$ cat src/rtl/oc_pkg.sv
package oc_pkg;

  typedef enum logic [3:0] {
    OC_FROZEN    = 4'd0,
    OC_SET_HIT   = 4'd1,
    OC_CLR_HIT   = 4'd2,
    OC_TOGGLE    = 4'd3,
    OC_FORCE_LO  = 4'd4,
    OC_FORCE_HI  = 4'd5,
    OC_PWM_A     = 4'd6,
    OC_PWM_B     = 4'd7,
    OC_PULSE_A   = 4'd8,
    OC_PULSE_B   = 4'd9,
    OC_RSVD_A    = 4'd10,
    OC_RSVD_B    = 4'd11,
    OC_COMB_OR   = 4'd12,
    OC_COMB_AND  = 4'd13,
    OC_ASYM_A    = 4'd14,
    OC_ASYM_B    = 4'd15
  } oc_code_e;

  // PWM level: up-count active below compare, down-count active at or below
  function automatic logic pwm_level(input logic [31:0] cnt, input logic [31:0] cmp,
                                     input logic down);
    if (down) return (cnt <= cmp);
    return (cnt < cmp);
  endfunction

  // Next registered reference for a code
  function automatic logic next_ref(input oc_code_e code, input logic cur, input logic hit,
                                    input logic lvl, input logic down, input logic trig,
                                    input logic upd);
    case (code)
      OC_SET_HIT:  return hit ? 1'b1 : cur;
      OC_CLR_HIT:  return hit ? 1'b0 : cur;
      OC_TOGGLE:   return hit ? ~cur : cur;
      OC_FORCE_LO: return 1'b0;
      OC_FORCE_HI: return 1'b1;
      OC_PWM_A, OC_COMB_OR, OC_ASYM_A:  return lvl;
      OC_PWM_B, OC_COMB_AND, OC_ASYM_B: return ~lvl;
      OC_PULSE_A:  return down ? 1'b0 : (trig ? 1'b0 : (upd ? 1'b1 : cur));
      OC_PULSE_B:  return down ? 1'b1 : (trig ? 1'b1 : (upd ? 1'b0 : cur));
      default:     return cur;
    endcase
  endfunction

  // Combined reference selection
  function automatic logic combine(input oc_code_e code, input logic own,
                                   input logic partner, input logic down);
    case (code)
      OC_COMB_OR:           return own | partner;
      OC_COMB_AND:          return own & partner;
      OC_ASYM_A, OC_ASYM_B: return down ? partner : own;
      default:              return own;
    endcase
  endfunction

endpackage

$ cat src/rtl/oc_cfg_regs.sv
module oc_cfg_regs
  import oc_pkg::*;
#(
  parameter int CNT_W = 16
) (
  input  logic             clk,
  input  logic             rst_n,
  input  logic             cfg_we_i,
  input  logic [2:0]       cfg_mode_i,
  input  logic             cfg_ext_i,
  input  logic             cfg_pre_i,
  input  logic             cfg_clren_i,
  input  logic             cfg_fast_i,
  input  logic             cmp_we_i,
  input  logic [CNT_W-1:0] cmp_val_i,
  input  logic             upd_i,
  output oc_code_e         code_o,
  output logic             pre_o,
  output logic             clren_o,
  output logic             fast_o,
  output logic [CNT_W-1:0] cmp_act_o
);

  oc_code_e         code_q;
  logic             pre_q, clren_q, fast_q;
  logic [CNT_W-1:0] shadow_q, act_q;

  always_ff @(posedge clk) begin
    if (!rst_n) begin
      code_q   <= OC_FROZEN;
      pre_q    <= 1'b0;
      clren_q  <= 1'b0;
      fast_q   <= 1'b0;
      shadow_q <= '0;
      act_q    <= '0;
    end else begin
      if (cfg_we_i) begin
        code_q  <= oc_code_e'({cfg_ext_i, cfg_mode_i});
        pre_q   <= cfg_pre_i;
        clren_q <= cfg_clren_i;
        fast_q  <= cfg_fast_i;
      end
      if (cmp_we_i) shadow_q <= cmp_val_i;
      if (cmp_we_i && !pre_q) act_q <= cmp_val_i;
      else if (pre_q && upd_i) act_q <= shadow_q;
    end
  end

  assign code_o    = code_q;
  assign pre_o     = pre_q;
  assign clren_o   = clren_q;
  assign fast_o    = fast_q;
  assign cmp_act_o = act_q;

endmodule

$ cat src/rtl/oc_ref_gen.sv
module oc_ref_gen
  import oc_pkg::*;
#(
  parameter int CNT_W = 16
) (
  input  logic             clk,
  input  logic             rst_n,
  input  oc_code_e         code_i,
  input  logic             fast_i,
  input  logic [CNT_W-1:0] cnt_i,
  input  logic             down_i,
  input  logic [CNT_W-1:0] cmp_i,
  input  logic             trig_i,
  input  logic             upd_i,
  output logic             ref_q_o
);

  logic [CNT_W-1:0] eff_cnt;
  logic             hit, lvl, ref_d, ref_q;

  // fast trigger evaluates the mode as if the counter sat on the compare value
  assign eff_cnt = (fast_i && trig_i) ? cmp_i : cnt_i;
  assign hit     = (eff_cnt == cmp_i);
  assign lvl     = pwm_level(32'(eff_cnt), 32'(cmp_i), down_i);
  assign ref_d   = next_ref(code_i, ref_q, hit, lvl, down_i, trig_i, upd_i);

  always_ff @(posedge clk) begin
    if (!rst_n) ref_q <= 1'b0;
    else        ref_q <= ref_d;
  end

  assign ref_q_o = ref_q;

endmodule

$ cat src/rtl/oc_clear.sv
module oc_clear (
  input  logic clk,
  input  logic rst_n,
  input  logic clren_i,
  input  logic clr_i,
  input  logic upd_i,
  input  logic ref_raw_i,
  output logic ref_o,
  output logic hold_o
);

  logic hold_q, blank;

  always_ff @(posedge clk) begin
    if (!rst_n)       hold_q <= 1'b0;
    else if (clren_i) hold_q <= clr_i | (hold_q & ~upd_i);
    else              hold_q <= 1'b0;
  end

  assign blank  = clren_i & (clr_i | hold_q);
  assign ref_o  = ref_raw_i & ~blank;
  assign hold_o = hold_q;

endmodule

$ cat src/rtl/oc_combine.sv
module oc_combine
  import oc_pkg::*;
(
  input  oc_code_e code_i,
  input  logic     ref_i,
  input  logic     partner_i,
  input  logic     down_i,
  output logic     cref_o
);

  assign cref_o = combine(code_i, ref_i, partner_i, down_i);

endmodule

$ cat src/rtl/oc_channel.sv
module oc_channel
  import oc_pkg::*;
#(
  parameter int CNT_W = 16
) (
  input  logic             clk,
  input  logic             rst_n,
  input  logic [CNT_W-1:0] cnt_i,
  input  logic             cnt_down_i,
  input  logic             upd_i,
  input  logic             trig_i,
  input  logic             clr_i,
  input  logic             partner_ref_i,
  input  logic             cfg_we_i,
  input  logic [2:0]       cfg_mode_i,
  input  logic             cfg_ext_i,
  input  logic             cfg_pre_i,
  input  logic             cfg_clren_i,
  input  logic             cfg_fast_i,
  input  logic             cmp_we_i,
  input  logic [CNT_W-1:0] cmp_val_i,
  output logic             ref_o,
  output logic             cref_o
);

  oc_code_e         code;
  logic             pre, clren, fast;
  logic [CNT_W-1:0] cmp_act;
  logic             ref_raw, ref_gated, hold;

  oc_cfg_regs #(.CNT_W(CNT_W)) u_cfg (
    .clk(clk), .rst_n(rst_n),
    .cfg_we_i(cfg_we_i), .cfg_mode_i(cfg_mode_i), .cfg_ext_i(cfg_ext_i),
    .cfg_pre_i(cfg_pre_i), .cfg_clren_i(cfg_clren_i), .cfg_fast_i(cfg_fast_i),
    .cmp_we_i(cmp_we_i), .cmp_val_i(cmp_val_i), .upd_i(upd_i),
    .code_o(code), .pre_o(pre), .clren_o(clren), .fast_o(fast), .cmp_act_o(cmp_act)
  );

  oc_ref_gen #(.CNT_W(CNT_W)) u_ref (
    .clk(clk), .rst_n(rst_n), .code_i(code), .fast_i(fast),
    .cnt_i(cnt_i), .down_i(cnt_down_i), .cmp_i(cmp_act),
    .trig_i(trig_i), .upd_i(upd_i), .ref_q_o(ref_raw)
  );

  oc_clear u_clr (
    .clk(clk), .rst_n(rst_n), .clren_i(clren), .clr_i(clr_i), .upd_i(upd_i),
    .ref_raw_i(ref_raw), .ref_o(ref_gated), .hold_o(hold)
  );

  oc_combine u_comb (
    .code_i(code), .ref_i(ref_gated), .partner_i(partner_ref_i),
    .down_i(cnt_down_i), .cref_o(cref_o)
  );

  assign ref_o = ref_gated;

endmodule

$ cat config.mk
export PLATFORM = sky130hd
export DESIGN_NAME = oc_channel
export DESIGN_NICKNAME = d
export VERILOG_FILES = /design/src/rtl/oc_pkg.sv /design/src/rtl/oc_cfg_regs.sv /design/src/rtl/oc_ref_gen.sv /design/src/rtl/oc_clear.sv /design/src/rtl/oc_combine.sv /design/src/rtl/oc_channel.sv
export SDC_FILE = /design/constraint.sdc
export NUM_CORES = 1
export LEC_CHECK = 0
export ABC_AREA = 1
export BUFFER_PORTS_ARGS = -buffer_cell sky130_fd_sc_hd__buf_2
export CAP_MARGIN = 0
export CORE_ASPECT_RATIO = 1.1
export CORE_MARGIN = 3
export CORE_UTILIZATION = 49
export DETAILED_ROUTE_END_ITERATION = 10
export HOLD_SLACK_MARGIN = 0.03
export PLACE_DENSITY_LB_ADDON = 0.3
export SYNTH_ARGS = -nofsm -noshare
export SYNTH_HDL_FRONTEND = slang
export SYNTH_SLANG_ARGS = --single-unit
export TNS_END_PERCENT = 50
$ cat constraint.sdc
create_clock -name clk -period 2.1 [get_ports clk]
set_clock_uncertainty 0.2 [all_clocks]
set_input_delay 0.21 -clock clk [delete_from_list [all_inputs] [get_ports clk]]
set_output_delay 0.21 -clock clk [all_outputs]
set_load 0.1 [all_outputs]
==> results.json <==
{
  "io_buffers": 49,
  "io_pins": 50,
  "cts_buffers": 5,
  "rows": 25,
  "dr.pass1.iters": 4,
  "synth_seq_cells": 41,
  "gp_congestion": 0.819,
  "fp.coreArea_um2": 4410,
  "wl_met1_um": 2710,
  "worstSkewPairLatency_ns": 0.29,
  "synth_top_family_by_area": "simple AND/OR/NAND/NOR gates",
  "n_antenna_cell": 0,
  "period_minus_slack_ns": 2.16,
  "area_growth_pct": 34.7,
  "worst_r2r_path_depth": 14,
  "antenna_left": 0,
  "antenna_found_initial": 0,
  "synthXorXnorAreaFrac_pct": 0.381,
  "yosysSeqAreaShare_pct": 35.7,
  "grt_overflow": 0,
  "setup-violations-final": 1,
  "hold_start": "cmp_we_i",
  "worst_pin_slew_ns": 0.575,
  "start_util_pct": 52.1,
  "grt_pass1_vias": 2363,
  "violations": "setup timing",
  "cts_num_sinks": 41,
  "ys_types": 27,
  "dr_wl_met2_um": 3240,
  "fin_nets": 482,
  "power_leakage_nw": 1.44,
  "min_to": "u_cfg.shadow_q[15]",
  "r2r-start": "u_cfg.fast_o",
  "hold_viol": 0,
  "synth_cells": 341,
  "status": "finished, violations left",
  "grt_max_degree": 41,
  "hold_class": "in2reg",
  "max_freq_mhz": 463,
  "syn_area_um2": 2300,
  "period_share_pct": 103,
  "h-tree-depth": 2,
  "crit_type": "reg2reg",
  "drtIter0Drc": 161,
  "dieArea_um2": 5550,
  "root_buffer": "clkbuf_8",
  "worstHoldPathCells": 3,
  "reg2reg_to": "u_ref.ref_q_o",
  "slew_headroom_pct": 61.7,
  "ys_async_sr_fraction_pct": 0,
  "worst_setup_path_end_kind": "flip-flop",
  "rsz0062_at_grt": "yes",
  "required_ns": 2.10,
  "ys_warn_count": 0,
  "worst_slack_ns": -0.0610,
  "seq_area_um2": 822,
  "yosys.area_share.simple_pct": 24.3,
  "cp_max_fo": 8,
  "wl_per_cell_um": 13.3,
  "num_vias": 2470,
  "grt_usage_pct": 23.3,
  "cp.arrival_ns": 2.17,
  "power.density_nw_per_um2": 635,
  "route.final.wire_length_um": 6290,
  "startpoint_type": "flip-flop",
  "synth_edf_count": 0,
  "final_cells": 473,
  "clk_pin_slew_ns": 0.08,
  "grt_pass1_wl_um": 10500,
  "cap_violations": 0,
  "die_h_um": 77.8,
  "final_max_slew_viol_count": 0,
  "synth-compound-area-share_pct": 21.7,
  "fin_util_pct": 70.2,
  "dpl.hpwl_um": 3900,
  "syn_nets": 405,
  "top_layer": "met4",
  "wl_met3_um": 219,
  "die-width_um": 71.3,
  "viasPerCell": 5.22,
  "multiInputGateArea_um2": 1340,
  "dp_cells": 434,
  "cts_tree": "done",
  "synthAdderAreaFrac_pct": 8.71,
  "final_layout_size_suffix_gt1_share_pct": 20.5,
  "synth_flop_cell": "dfxtp_1",
  "synth.mux.area_fraction_pct": 0.435,
  "drc": 0,
  "fillers": 366,
  "ff2ff_setup_slack_ns": -0.06,
  "postSynthAreaPerCell_um2": 6.74,
  "clockBufferDepth": 2,
  "vdd_drop_max_mv": 0.432
}
[cells in the final DEF, fill, tap and decap left out, types with 4 or more instances in the layout]
cell type      Yosys  routed
a21oi_1           11      11
nand2_1           77      72
o21ai_1           15      24
clkbuf_8           0       5
a31oi_1           15      15
ha_1              16      15
inv_2              5       6
o21ai_0           45      33
nand2_2            0       4
buf_2              3      48
inv_1             27      25
dlygate4sd3_1      0      27
buf_4              0       4
nand3_1            5       5
dfxtp_1           41      40
nor2_1            55      52
[report_power, final]
group,internal [mW],switching [mW]
Sequential,0.841,0.0429
Combinational,0.243,0.333
Clock,0.236,0.269
Total,1.32,0.644
[final cells by class]
cell class / instances / area share, %
tap: 54 / 2.18
timing repair buffer: 84 / 21.2
clock buffer: 8 / 2.59
multi-input combinational: 252 / 43.2
sequential: 41 / 26.5
inverter: 34 / 4.28
[per-stage QoR]
stage	power, mW	instance area, um2	hold slack (ns)	worst slack [ns]	TNS [ns]
after CTS	1.93	3060	0.0388	-0.00571	-0.00571
after detailed placement	1.38	2600	0.240	-0.0313	-0.0313
final	1.97	3100	0.0746	-0.0610	-0.0610
after global placement	1.36	2600	0.236	0.0493	0
after global routing	2.08	3100	0.0978	-0.160	-0.160
after floorplan	1.23	2300	0.105	0.0857	0
[cells by family after synthesis]
logic type | count (synthesis)
muxes | 1
AOI/OAI and AO/OA | 93
adders and majority gates | 16
xor gates and xnor gates | 1
DFF | 41
buffers and inverters | 48
and+or+nand+nor | 141
[synthesized netlist by cell type (3+ instances only)]
library cell | number | area [um2]
clkbuf_1 | 8 | 30.0
buf_2 | 3 | 15.0
inv_2 | 5 | 18.8
a31oi_1 | 15 | 93.8
o21ai_1 | 15 | 75.1
inv_1 | 27 | 101
nand2_1 | 77 | 289
nor2_1 | 55 | 206
dfxtp_1 | 41 | 821
nand3_1 | 5 | 25.0
ha_1 | 16 | 200
o21ai_0 | 45 | 225
a21oi_1 | 11 | 55.1
[worst max path at each step]
stage                     cells after the start    startpoint  slack (ns)             to
after floorplan                              14  u_cfg.fast_o        0.09  u_ref.ref_q_o
after global placement                       14        trig_i        0.05  u_ref.ref_q_o
after detailed placement                     14  u_cfg.fast_o       -0.03  u_ref.ref_q_o
after CTS                                    14  u_cfg.fast_o      -0.006  u_ref.ref_q_o
after global routing                         14  u_cfg.fast_o       -0.16  u_ref.ref_q_o
final                                        14  u_cfg.fast_o       -0.06  u_ref.ref_q_o
[state kept, by name (all words and copies together), names as in the netlist]
| signal | cells |
|---|---|
| u_ref.ref_q_o | 1 |
| u_clr.hold_o | 1 |
| u_cfg.fast_o | 1 |
| u_cfg.clren_o | 1 |
| u_cfg.cmp_act_o | 16 |
| u_cfg.shadow_q | 16 |
| u_cfg.code_o | 4 |
| u_cfg.pre_o | 1 |
[layer usage]
| metal | GRT usage [%] | vias up |
|---|---|---|
| met5 | 0 | - |
| met4 | 6.02 | 0 |
| met3 | 5.05 | 14 |
| met2 | 40.8 | 50 |
| met1 | 28.5 | 1125 |
| li1 | - | 1281 |
[timing repair]
action                                 in CTS  in global routing
endpoints found under the hold margin      40                  0
gates resized for setup                    14                 18
cloned                                      2                  0
setup endpoints to repair                   1                  1
hold buffers                               27                  0
setup buffers                               2                  0
pin swaps                                  18                 10
[worst max-delay path: stages, from the launching register on]
cell and delay [ns]:
dfxtp_2 0.34, nand2_4 0.08, buf_12 0.12, buf_16 0.12
o21ai_2 0.05, ha_1 0.29, nand2_1 0.10, nor2_4 0.11
nand4_1 0.15, nor2_4 0.13, o21ai_2 0.07, nor2_1 0.11
nand3_1 0.09, nand2_1 0.08, inv_1 0.04
Power figures use the tool's default switching activity.
